--- src/rtl/xlat_pkg.sv ---
package xlat_pkg;
  typedef enum logic [1:0] {
    ST_IDLE  = 2'd0,
    ST_PROBE = 2'd1,
    ST_WAIT  = 2'd2
  } xlat_state_e;
endpackage

--- src/rtl/xlat_cam.sv ---
module xlat_cam #(
  parameter int ENTRIES = 16,
  parameter int VPN_W   = 20,
  parameter int PFN_W   = 20,
  localparam int IDX_W  = (ENTRIES > 1) ? $clog2(ENTRIES) : 1
) (
  input  logic               clk,
  input  logic               rst_n,
  input  logic               flush,
  input  logic [VPN_W-1:0]   lk_vpn,
  input  logic               fill_en,
  input  logic [IDX_W-1:0]   fill_idx,
  input  logic [VPN_W-1:0]   fill_vpn,
  input  logic [PFN_W-1:0]   fill_pfn,
  input  logic               fill_wr,
  output logic               hit,
  output logic [ENTRIES-1:0] hit_vec,
  output logic [PFN_W-1:0]   hit_pfn,
  output logic               hit_wr,
  output logic [ENTRIES-1:0] valid_vec
);
  logic [VPN_W-1:0] vpn_q [ENTRIES];
  logic [PFN_W-1:0] pfn_q [ENTRIES];
  logic             wr_q  [ENTRIES];

  for (genvar g = 0; g < ENTRIES; g++) begin : g_ent
    logic we;
    logic valid_d;
    assign we = fill_en && (fill_idx == IDX_W'(g));

    always_comb begin
      valid_d = valid_vec[g];
      if (flush)   valid_d = 1'b0;
      else if (we) valid_d = 1'b1;
    end

    always_ff @(posedge clk or negedge rst_n) begin
      if (!rst_n) valid_vec[g] <= 1'b0;
      else        valid_vec[g] <= valid_d;
    end

    always_ff @(posedge clk) begin
      if (we) begin
        vpn_q[g] <= fill_vpn;
        pfn_q[g] <= fill_pfn;
        wr_q[g]  <= fill_wr;
      end
    end

    assign hit_vec[g] = valid_vec[g] && (vpn_q[g] == lk_vpn);
  end

  always_comb begin
    hit_pfn = '0;
    hit_wr  = 1'b0;
    for (int i = 0; i < ENTRIES; i++) begin
      if (hit_vec[i]) begin
        hit_pfn = hit_pfn | pfn_q[i];
        hit_wr  = hit_wr | wr_q[i];
      end
    end
  end

  assign hit = |hit_vec;
endmodule

--- src/rtl/xlat_victim.sv ---
module xlat_victim #(
  parameter int ENTRIES = 16,
  localparam int IDX_W  = (ENTRIES > 1) ? $clog2(ENTRIES) : 1
) (
  input  logic               clk,
  input  logic               rst_n,
  input  logic [ENTRIES-1:0] valid_vec,
  input  logic               fill_en,
  output logic [IDX_W-1:0]   victim_idx
);
  logic [IDX_W-1:0] ptr_q, ptr_d;
  logic [IDX_W-1:0] free_idx;
  logic             any_free;

  always_comb begin
    free_idx = '0;
    any_free = 1'b0;
    for (int i = ENTRIES - 1; i >= 0; i--) begin
      if (!valid_vec[i]) begin
        free_idx = IDX_W'(i);
        any_free = 1'b1;
      end
    end
  end

  assign victim_idx = any_free ? free_idx : ptr_q;

  always_comb begin
    ptr_d = ptr_q;
    if (fill_en && !any_free) begin
      if (ptr_q == IDX_W'(ENTRIES - 1)) ptr_d = '0;
      else                              ptr_d = ptr_q + 1'b1;
    end
  end

  always_ff @(posedge clk or negedge rst_n) begin
    if (!rst_n) ptr_q <= '0;
    else        ptr_q <= ptr_d;
  end
endmodule

--- src/rtl/xlat_ctrl.sv ---
module xlat_ctrl
  import xlat_pkg::*;
(
  input  logic clk,
  input  logic rst_n,
  input  logic req_valid,
  input  logic hit,
  input  logic walk_rsp_valid,
  output logic req_ready,
  output logic accept,
  output logic hit_done,
  output logic walk_done
);
  xlat_state_e st_q, st_d;

  assign req_ready = (st_q == ST_IDLE);
  assign accept    = req_valid && req_ready;
  assign hit_done  = (st_q == ST_PROBE) && hit;
  assign walk_done = (((st_q == ST_PROBE) && !hit) || (st_q == ST_WAIT)) && walk_rsp_valid;

  always_comb begin
    st_d = st_q;
    unique case (st_q)
      ST_IDLE:  if (accept) st_d = ST_PROBE;
      ST_PROBE: if (hit || walk_rsp_valid) st_d = ST_IDLE;
                else                       st_d = ST_WAIT;
      ST_WAIT:  if (walk_rsp_valid) st_d = ST_IDLE;
      default:  st_d = ST_IDLE;
    endcase
  end

  always_ff @(posedge clk or negedge rst_n) begin
    if (!rst_n) st_q <= ST_IDLE;
    else        st_q <= st_d;
  end
endmodule

--- src/rtl/xlat_cache.sv ---
module xlat_cache #(
  parameter int ENTRIES = 16,
  parameter int VPN_W   = 20,
  parameter int OFF_W   = 12,
  parameter int PFN_W   = 20
) (
  input  logic                   clk,
  input  logic                   rst_n,
  input  logic                   flush,
  input  logic                   req_valid,
  output logic                   req_ready,
  input  logic [VPN_W+OFF_W-1:0] req_vaddr,
  input  logic                   req_write,
  output logic                   rsp_valid,
  output logic [PFN_W+OFF_W-1:0] rsp_paddr,
  output logic                   rsp_fault,
  output logic                   walk_req_valid,
  output logic [VPN_W-1:0]       walk_req_vpn,
  output logic                   walk_cancel,
  input  logic                   walk_rsp_valid,
  input  logic                   walk_rsp_present,
  input  logic                   walk_rsp_writable,
  input  logic [PFN_W-1:0]       walk_rsp_pfn
);
  localparam int IDX_W = (ENTRIES > 1) ? $clog2(ENTRIES) : 1;
  localparam int VA_W  = VPN_W + OFF_W;
  localparam int PA_W  = PFN_W + OFF_W;

  logic               accept, hit_done, walk_done;
  logic               cam_hit, cam_hit_wr;
  logic [ENTRIES-1:0] cam_hit_vec, cam_valid;
  logic [PFN_W-1:0]   cam_hit_pfn;
  logic [IDX_W-1:0]   victim_idx;
  logic               fill_en;

  logic [VPN_W-1:0]   pend_vpn_q;
  logic [OFF_W-1:0]   pend_off_q;
  logic               pend_wr_q;

  logic               rsp_valid_d, rsp_fault_d;
  logic [PA_W-1:0]    rsp_paddr_d;

  xlat_ctrl u_ctrl (
    .clk            (clk),
    .rst_n          (rst_n),
    .req_valid      (req_valid),
    .hit            (cam_hit),
    .walk_rsp_valid (walk_rsp_valid),
    .req_ready      (req_ready),
    .accept         (accept),
    .hit_done       (hit_done),
    .walk_done      (walk_done)
  );

  assign fill_en = walk_done && walk_rsp_present && !flush;

  xlat_cam #(.ENTRIES(ENTRIES), .VPN_W(VPN_W), .PFN_W(PFN_W)) u_cam (
    .clk       (clk),
    .rst_n     (rst_n),
    .flush     (flush),
    .lk_vpn    (pend_vpn_q),
    .fill_en   (fill_en),
    .fill_idx  (victim_idx),
    .fill_vpn  (pend_vpn_q),
    .fill_pfn  (walk_rsp_pfn),
    .fill_wr   (walk_rsp_writable),
    .hit       (cam_hit),
    .hit_vec   (cam_hit_vec),
    .hit_pfn   (cam_hit_pfn),
    .hit_wr    (cam_hit_wr),
    .valid_vec (cam_valid)
  );

  xlat_victim #(.ENTRIES(ENTRIES)) u_victim (
    .clk        (clk),
    .rst_n      (rst_n),
    .valid_vec  (cam_valid),
    .fill_en    (fill_en),
    .victim_idx (victim_idx)
  );

  // Lookup launched alongside the probe.
  assign walk_req_valid = accept;
  assign walk_req_vpn   = req_vaddr[VA_W-1:OFF_W];
  assign walk_cancel    = hit_done;

  always_ff @(posedge clk) begin
    if (accept) begin
      pend_vpn_q <= req_vaddr[VA_W-1:OFF_W];
      pend_off_q <= req_vaddr[OFF_W-1:0];
      pend_wr_q  <= req_write;
    end
  end

  always_comb begin
    rsp_valid_d = hit_done || walk_done;
    rsp_fault_d = 1'b0;
    rsp_paddr_d = '0;
    if (hit_done) begin
      rsp_fault_d = pend_wr_q && !cam_hit_wr;
      if (!rsp_fault_d) rsp_paddr_d = {cam_hit_pfn, pend_off_q};
    end else if (walk_done) begin
      rsp_fault_d = !walk_rsp_present || (pend_wr_q && !walk_rsp_writable);
      if (!rsp_fault_d) rsp_paddr_d = {walk_rsp_pfn, pend_off_q};
    end
  end

  always_ff @(posedge clk or negedge rst_n) begin
    if (!rst_n) rsp_valid <= 1'b0;
    else        rsp_valid <= rsp_valid_d;
  end

  always_ff @(posedge clk) begin
    if (rsp_valid_d) begin
      rsp_fault <= rsp_fault_d;
      rsp_paddr <= rsp_paddr_d;
    end
  end
endmodule

--- config.mk ---
export PLATFORM = sky130hd
export DESIGN_NAME = xlat_cache
export DESIGN_NICKNAME = d
export VERILOG_FILES = /design/src/rtl/xlat_pkg.sv /design/src/rtl/xlat_cam.sv /design/src/rtl/xlat_victim.sv /design/src/rtl/xlat_ctrl.sv /design/src/rtl/xlat_cache.sv
export SDC_FILE = /design/constraint.sdc
export NUM_CORES = 1
export LEC_CHECK = 0
export ABC_AREA = 1
export BUFFER_PORTS_ARGS = -buffer_cell sky130_fd_sc_hd__buf_4
export CORE_UTILIZATION = 50
export DETAILED_ROUTE_END_ITERATION = 6
export PLACE_DENSITY = 0.67
export SYNTH_ARGS = -nofsm -noshare
export SYNTH_HDL_FRONTEND = slang
export SYNTH_SLANG_ARGS = --single-unit
--- constraint.sdc ---
create_clock -name clk -period 7.15 [get_ports clk]
set_clock_uncertainty 0.15 [all_clocks]
set_input_delay 0 -clock clk [delete_from_list [all_inputs] [get_ports clk]]
set_output_delay 0 -clock clk [all_outputs]
set_load 0.01 [all_outputs]
==> flow_metrics.py, run 1 <==
metrics = {
    "pwr": {
        "power_switching_w": 0.00207,
        "power_frac_comb_pct": 5.7,
        "internal_power_w": 0.00718,
        "powerDensity_nw_per_um2": 252,
        "clkPwrFrac_pct": 41.6,
        "ir_drop_mv": 0.254,
        "p_sw_share_pct": 22.4,
        "p_seq_share_pct": 52.7,
        "power_leakage_nw": 15.3,
    },
    "drt": {
        "via_per_inst": 5.40,
        "antenna_left": 0,
        "firstDrtPassIters": 7,
        "drt_iter0_markers": 2206,
        "drc": 2,
        "wirelength_mm": 88.8,
        "wire_per_inst_microns": 22.2,
        "dr_total_vias": 21626,
    },
    "synth": {
        "yosys_warnings": 0,
        "synth-seq-cells": 745,
        "synthDistinctLibCells": 37,
        "syn_area_sq_um": 31700,
        "syn_inst": 2870,
        "async_flop_share_pct": 3.09,
        "syn_nets": 2931,
        "synthFlopType": "edfxtp_1",
        "synth_edf_count": 722,
        "synth_seq_area_share_pct": 70.1,
        "syn_area_per_cell_sq_um": 11.1,
    },
    "cells_and_area": {
        "drive_above_1_share_pct": 10.1,
        "nNetsFinal": 3159,
        "finalInstanceArea_sq_um": 36700,
        "synthToLayoutAreaGrowth_pct": 15.7,
    },
    "sta": {
        "setup_ws_ns": 2.04,
        "finalMaxSlewViolations": 0,
        "fin_crit_sh_pct": 71.5,
        "tightest_slew_ns": 1.27,
        "min_period_ns": 5.11,
        "setup_tns_ns": 0,
        "max_slew_margin_pct": 15.1,
        "finalSetupViolations": 0,
        "fmax_mhz": 196,
        "hold_viol": 0,
        "rsz0062_at_grt": "false",
    },
    "critical_path": {
        "crit_chain": "buf_4, inv_1, o21ai_0, nor2_1, nand2_1, nor2_1, nand3_1, buf_4, nand2_1, nor2_1, nand2_1, nor2_2, nand2_2, nand2_1, nand3_4, nor2_4, nand3_1, inv_2",
        "end_kind": "register",
        "cp_common_cell": "nand2_1",
        "arrival_ns": 5.20,
        "critical_path_class": "reg -> reg",
        "worst_r2r_path_depth": 18,
        "critical-path-max-stage-delay_ns": 0.94,
        "start_kind": "register",
        "critPathMaxFanout": 41,
        "crit_path_top_delay_cell": "inv_2",
        "crit_required_ns": 7.24,
    },
    "clock_network": {
        "cts_made_buffers": 77,
        "clkTransAtPathRegs_ns": 0.06,
        "clock_sinks": 745,
        "cts_max_level": 3,
        "cts_setup_buffers": 0,
        "clockBufferDepth": 3,
        "clock-root-buffer": "clkbuf_16",
        "cts_tree": "done",
        "clk_latency_ns": 0.64,
    },
    "place": {
        "place_area_sq_um": 33400,
        "gp_congestion": 0.916,
        "dpl_worst_slack_ns": 2.18,
        "port_buffers": 116,
        "place_hpwl_mm": 52.5,
    },
    "die": {
        "die_x_microns": 254,
        "io-pin-count": 117,
        "dieHeight_microns": 254,
        "core_area_sq_um": 62900,
        "num_rows": 92,
        "die-area_sq_um": 64500,
        "start_util_pct": 50.5,
    },
    "run_status": {
        "status": "complete, but fails checks",
        "violations": "DRC",
    },
    "global_routing": {
        "grt_pass1_vias": 21175,
        "grt_usage_pct": 27.9,
        "grt_pass1_wl_mm": 131,
        "antenna_found_initial": 1,
        "grt_max_degree": 42,
        "grt-ovfl-total": 0,
    },
    "run": {
        "maxCapViolations": 0,
    },
    "worst_hold_path": {
        "hold_depth": 3,
        "hold_path.class": "in -> reg",
    },
}
-- routing by layer --
layer  GRT usage [%]  vias up  wire (microns)  share of wire (%)
li1                -     9888               -                  -
met1            36.1    10508           34700                 39
met2            47.2     1040           43600                 49
met3            4.16      190            6880                7.7
met4            11.6        0            3570                4.0
met5               0        -               0                  0
-- critical path: cells and delay by family, from the launching register on --
kind | cells | cell delay, ns
AO/OA/AOI/OAI | 1 | 0.34
flip-flops | 1 | 0.32
buffers and inverters | 4 | 2.19
AND/OR/NAND/NOR | 13 | 1.63
-- power groups by stage --
| stage | sequential (W) | clock (W) | combinational (W) |
|---|---|---|---|
| after floorplan | 0.00498 | 0 | 0.000233 |
| after global routing | 0.00487 | 0.00405 | 0.000569 |
| after CTS | 0.00487 | 0.00389 | 0.000528 |
| final | 0.00487 | 0.00385 | 0.000529 |
| after global placement | 0.00496 | 0 | 0.000475 |
| after detailed placement | 0.00496 | 0 | 0.000485 |
-- metrics by stage --
step,power [W],utilization [%],instances,hold WS (ns)
CTS,0.00929,58.5,4003,0.0416
global placement,0.00543,53.1,3770,-0.233
global route,0.00949,58.5,4003,0.0774
detailed placement,0.00545,53.1,3770,-0.227
floorplan,0.00521,-,2870,-0.446
finish,0.00925,58.5,4004,0.0711
-- kinds of logic after synthesis --
logic type                 share of synthesized area (%)
DFF                                                 70.1
buffers and inverters                               8.93
AOI/OAI and AO/OA                                   5.63
and+or+nand+nor                                     13.6
xor gates and xnor gates                            1.66
adders and majority gates                         0.0394
-- final cells by class --
class | instances | area, sq um
diodes | 1 | 2.50
clock inverters | 34 | 305
multi-input cells | 1435 | 6670
inverters | 580 | 2180
repair buffers | 259 | 2190
clock buffers | 104 | 2080
well taps | 846 | 1060
flip-flops and latches | 745 | 22300
fillers | 5215 | 26100
-- path summary, 6_finish.rpt --
path	end	slack (ns)	start
max in group asynchronous	u_cam.valid_vec[14]$_DFFE_PN0P_	6.47	rst_n
hold reg to reg	u_victim.ptr_q[2]$_DFFE_PN0P_	0.36	u_victim.ptr_q[2]$_DFFE_PN0P_
hold / removal	u_ctrl.st_q[0]$_DFFE_PN0P_	0.07	req_valid
setup / recovery	u_cam.pfn_q[1][101]$_DFFE_PP_	2.04	pend_vpn_q[1]$_DFFE_PP_
setup reg to reg	u_cam.pfn_q[1][101]$_DFFE_PP_	2.04	pend_vpn_q[1]$_DFFE_PP_
min in group asynchronous	u_ctrl.st_q[0]$_DFFE_PN0P_	0.22	rst_n
-- flip-flops by register name, indices dropped and copies added (netlist names) --
signal           cells
u_victim.ptr_q       4
u_ctrl.st_q          2
u_cam.vpn_q        320
pend_off_q          12
rsp_paddr           32
pend_wr_q            1
u_cam.pfn_q        320
u_cam.valid_vec     16
u_cam.wr_q          16
rsp_valid            1
pend_vpn_q          20
rsp_fault            1
-- what timing repair did --
item	4_1_cts	5_1_grt
resized for setup	0	0
endpoints found under the setup margin	0	0
hold buffers	95	0
endpoints found under the hold margin	448	0
-- Yosys cell counts, types with 3 or more instances --
library cell	count	area, sq um
buf_1	5	18.8
o211ai_1	10	75.1
dfrtp_1	23	576
a21oi_1	4	20.0
nor2_1	197	739
nor2_2	11	68.8
o22ai_1	171	1070
nand4_1	4	25.0
o21ai_0	77	385
nand3_1	77	385
inv_1	564	2120
buf_4	40	300
clkbuf_1	32	120
or2_1	3	18.8
inv_2	14	52.6
edfxtp_1	722	21700
xnor2_1	42	368
nand2_1	717	2690
buf_2	25	125
nor2_4	3	33.8
xor2_1	18	158
buf_6	8	90.1
o21ai_1	43	215
nor4_1	42	263
-- cells in the final DEF (no fill, tap or decap), drive strengths merged --
cell and count:
dfrtp 23, nor2 211, nand4 4, a31oi 1, ha 1, o21ai 120, bufinv 3, a21oi 5
buf 165, xnor2 42, or2 7, nand3 80, nand2 718, o22ai 171, xor2 18, nor4 42
nor3 3, edfxtp 722, diode 1, inv 583, dlygate4sd3 94, nor3b 2, clkinv 28, o211ai 10
clkbuf 104
Power figures use the tool's default switching activity.
==> run 2: changes to the inputs <==
ABC_AREA = 0   (was 1)
PLACE_DENSITY = 0.69   (was 0.67)
clock period = 4.4 ns   (was 7.15 ns; I/O delays follow)
==> run 2 against run 1 <==
The flow still finishes with violations (DRC). Non-clock buffer count increased by 36. Cell count decreased by 28%. Total power increased by 65%. Sequential share of layout area increased by 1.7 points. Die area decreased by 5.7%.
==> flow_metrics.py, run 2 <==
metrics = {
    "cells_and_area": {
        "drive_above_1_share_pct": 15.6,
        "multiInputGateArea_sq_um": 7120,
        "nNetsFinal": 2126,
        "regArea_sq_um": 22300,
        "layout_common_cells": "edfxtp_1, xnor2_1, buf_4",
        "fillers": 4228,
        "largestRegisters": "u_cam.pfn_q: 320 flops, u_cam.vpn_q: 320 flops, rsp_paddr: 32 flops",
        "final_common_cell": "edfxtp_1",
        "n_antenna_cell": 0,
        "synthToLayoutAreaGrowth_pct": 19.3,
    },
    "worst_hold_path": {
        "hold_depth": 3,
        "hp-start": "walk_rsp_valid",
        "hold_path.class": "in -> reg",
        "holdPathEnd": "u_ctrl.st_q[1]$_DFFE_PN0P_",
    },
    "clock_network": {
        "clk_latency_ns": 0.62,
        "clockBufferDepth": 3,
        "cts_tree": "done",
        "ctsHoldBuffers": 94,
        "clock_sinks": 745,
        "clock-root-buffer": "clkbuf_16",
        "cts_made_buffers": 76,
        "cts.repair.resized": 0,
        "cts_setup_buffers": 0,
        "clkTransAtPathRegs_ns": 0.06,
        "cts_max_level": 3,
    },
    "synth": {
        "synth_top_family_by_area": "XOR/XNOR gates",
        "yosys_warnings": 0,
        "synth_commonest_cells": "edfxtp_1, xnor2_1, nand4_1",
        "yosys.area_share.xor_xnor_pct": 9.60,
        "yosysTopAreaCell": "edfxtp_1",
        "syn_area_per_cell_sq_um": 16.7,
        "synth_area_leaders": "edfxtp_1, xnor2_1, nand4_1",
        "synth_compound_area_share_pct": 6.27,
        "synthMuxAreaShare_pct": 0.0376,
        "syn_inst": 1795,
        "synth_edf_count": 722,
        "synthFlopType": "edfxtp_1",
        "syn_area_sq_um": 29900,
        "netlist.area_leader.share_pct": 72.4,
        "synth_seq_area_share_pct": 74.4,
        "synth-seq-cells": 745,
        "synthDistinctLibCells": 55,
        "async_flop_share_pct": 3.09,
        "synth_most_common_cell": "edfxtp_1",
        "synth_fa_ha_area_share_pct": 0.0418,
        "synth-simple-area-share_pct": 7.15,
        "syn_nets": 1856,
    },
    "global_routing": {
        "grtUsageMet1_pct": 36.0,
        "grt_pass1_wl_mm": 114,
        "met2_usage_pct": 40.2,
        "grt_usage_pct": 25.8,
        "busiest_layer": "met2",
        "grt-ovfl-total": 0,
        "antenna_found_initial": 2,
        "grt_max_degree": 42,
        "grt_util_met3_pct": 4.68,
        "grt_pass1_vias": 17655,
    },
    "die": {
        "dieHeight_microns": 247,
        "num_rows": 89,
        "io-pin-count": 117,
        "die_x_microns": 247,
        "core_area_sq_um": 59100,
        "die-area_sq_um": 60800,
        "start_util_pct": 50.6,
    },
    "place": {
        "dpl_worst_slack_ns": 0.382,
        "gp_congestion": 0.869,
        "port_buffers": 116,
        "place_hpwl_mm": 43.1,
    },
    "drt": {
        "antenna_left": 0,
        "via_per_inst": 6.12,
        "wire_per_inst_microns": 26.7,
        "drt_iter0_markers": 2016,
        "wirelength_mm": 77.4,
        "dr_total_vias": 17760,
        "firstDrtPassIters": 7,
        "drc": 11,
    },
    "sta": {
        "holdWs_ns": 0.0272,
        "fmax_mhz": 246,
        "finalMaxSlewViolations": 0,
        "tightest_slew_ns": 1.10,
        "setup_ws_ns": 0.331,
        "fin_crit_sh_pct": 92.5,
        "finalSetupViolations": 0,
        "min_period_ns": 4.07,
        "rsz0062_at_grt": "false",
        "max_slew_margin_pct": 26.4,
        "hold_viol": 0,
    },
    "critical_path": {
        "rrSetupSlack_ns": 0.33,
        "worst_r2r_path_depth": 11,
        "crit_required_ns": 4.54,
        "end_kind": "register",
        "start_kind": "register",
        "critical_path_class": "reg -> reg",
        "reg2reg_from": "pend_vpn_q[2]$_DFFE_PP_",
        "arrival_ns": 4.21,
        "r2r-end": "u_cam.pfn_q[0][140]$_DFFE_PP_",
        "critPathMaxFanout": 20,
    },
    "pwr": {
        "power_leakage_nw": 11.4,
        "totalPowerFinal_w": 0.0152,
        "ir_drop_mv": 0.331,
        "powerDensity_nw_per_um2": 427,
    },
    "run_status": {
        "violations": "DRC",
        "status": "complete, but fails checks",
    },
    "run": {
        "maxCapViolations": 0,
    },
}
## run 2: cell types whose count changed in the layout (fill, tap and decap cells not counted), sizes merged, moves of 37 or more
cell   change
xor2      +55
inv      -564
nand3     -37
nand4    +124
xnor2    +213
o22ai    -155
nand2    -704
a22oi     +95
nor2     -174
buf       +37
o21ai    -111
## run 2: area by class of cell
class,instances,share of cell area [%]
clock inverter,38,1.07
sequential,745,62.3
clock buffer,102,5.83
timing repair buffer,295,7.97
multi-input combinational,931,19.9
tap,773,2.71
inverter,16,0.168
## run 2: report_power, final
| group | leakage (nW) | internal [W] | total, W | switching, W |
|---|---|---|---|---|
| registers | 6.84 | 0.00787 | 0.00791 | 0.0000334 |
| clock network | 1.20 | 0.00375 | 0.00642 | 0.00267 |
| logic | 3.35 | 0.000361 | 0.000923 | 0.000562 |
| total | 11.4 | 0.0120 | 0.0152 | 0.00326 |
## run 2: how the worst max path moves through the flow
stage	from	depth (start not counted)	slack [ns]	endpoint
after global placement	pend_vpn_q[2]$_DFFE_PP_	12	0.44	u_cam.pfn_q[0][156]$_DFFE_PP_
after CTS	pend_vpn_q[2]$_DFFE_PP_	12	0.36	u_cam.pfn_q[0][142]$_DFFE_PP_
after floorplan	pend_vpn_q[3]$_DFFE_PP_	11	-0.84	u_cam.pfn_q[1][120]$_DFFE_PP_
final	pend_vpn_q[2]$_DFFE_PP_	11	0.33	u_cam.pfn_q[0][140]$_DFFE_PP_
after detailed placement	pend_vpn_q[2]$_DFFE_PP_	12	0.38	u_cam.pfn_q[0][155]$_DFFE_PP_
after global routing	pend_vpn_q[2]$_DFFE_PP_	11	0.23	u_cam.pfn_q[0][140]$_DFFE_PP_
## run 2: logic make-up (layout without fill, tap and decap cells)
logic type,Yosys count,in the layout
buffers and inverters,119,451
muxes,1,1
DFF,745,745
adders and majority gates,1,1
AOI/OAI and AO/OA,240,240
and+or+nand+nor,361,361
xor gates and xnor gates,328,328
## run 2: routing by layer
layer	share of wire, %	wire length (microns)	up-vias
li1	-	-	7647
met1	42	32100	9035
met2	47	36100	913
met3	8.4	6510	165
met4	3.4	2650	0
met5	0	0	-
## run 2: critical path: stages (launching register included)
cell       delay, ns
edfxtp_1        0.72
buf_4           0.30
xor2_1          0.19
nor4_1          0.08
nand3_1         0.08
o2111ai_1       0.15
or4_4           0.62
o21ai_4         0.18
nand2_2         0.32
buf_4           0.31
nor4_4          0.22
buf_4           0.39
## run 2: through the flow
step                utilization [%]  setup TNS (ns)  instance area [sq um]  instances
floorplan                         -          -73.86                  30200       1795
global placement               54.6               0                  32300       2666
detailed placement             54.6               0                  32300       2666
CTS                            60.4               0                  35700       2900
global route                   60.4               0                  35700       2900
finish                         60.4               0                  35700       2900
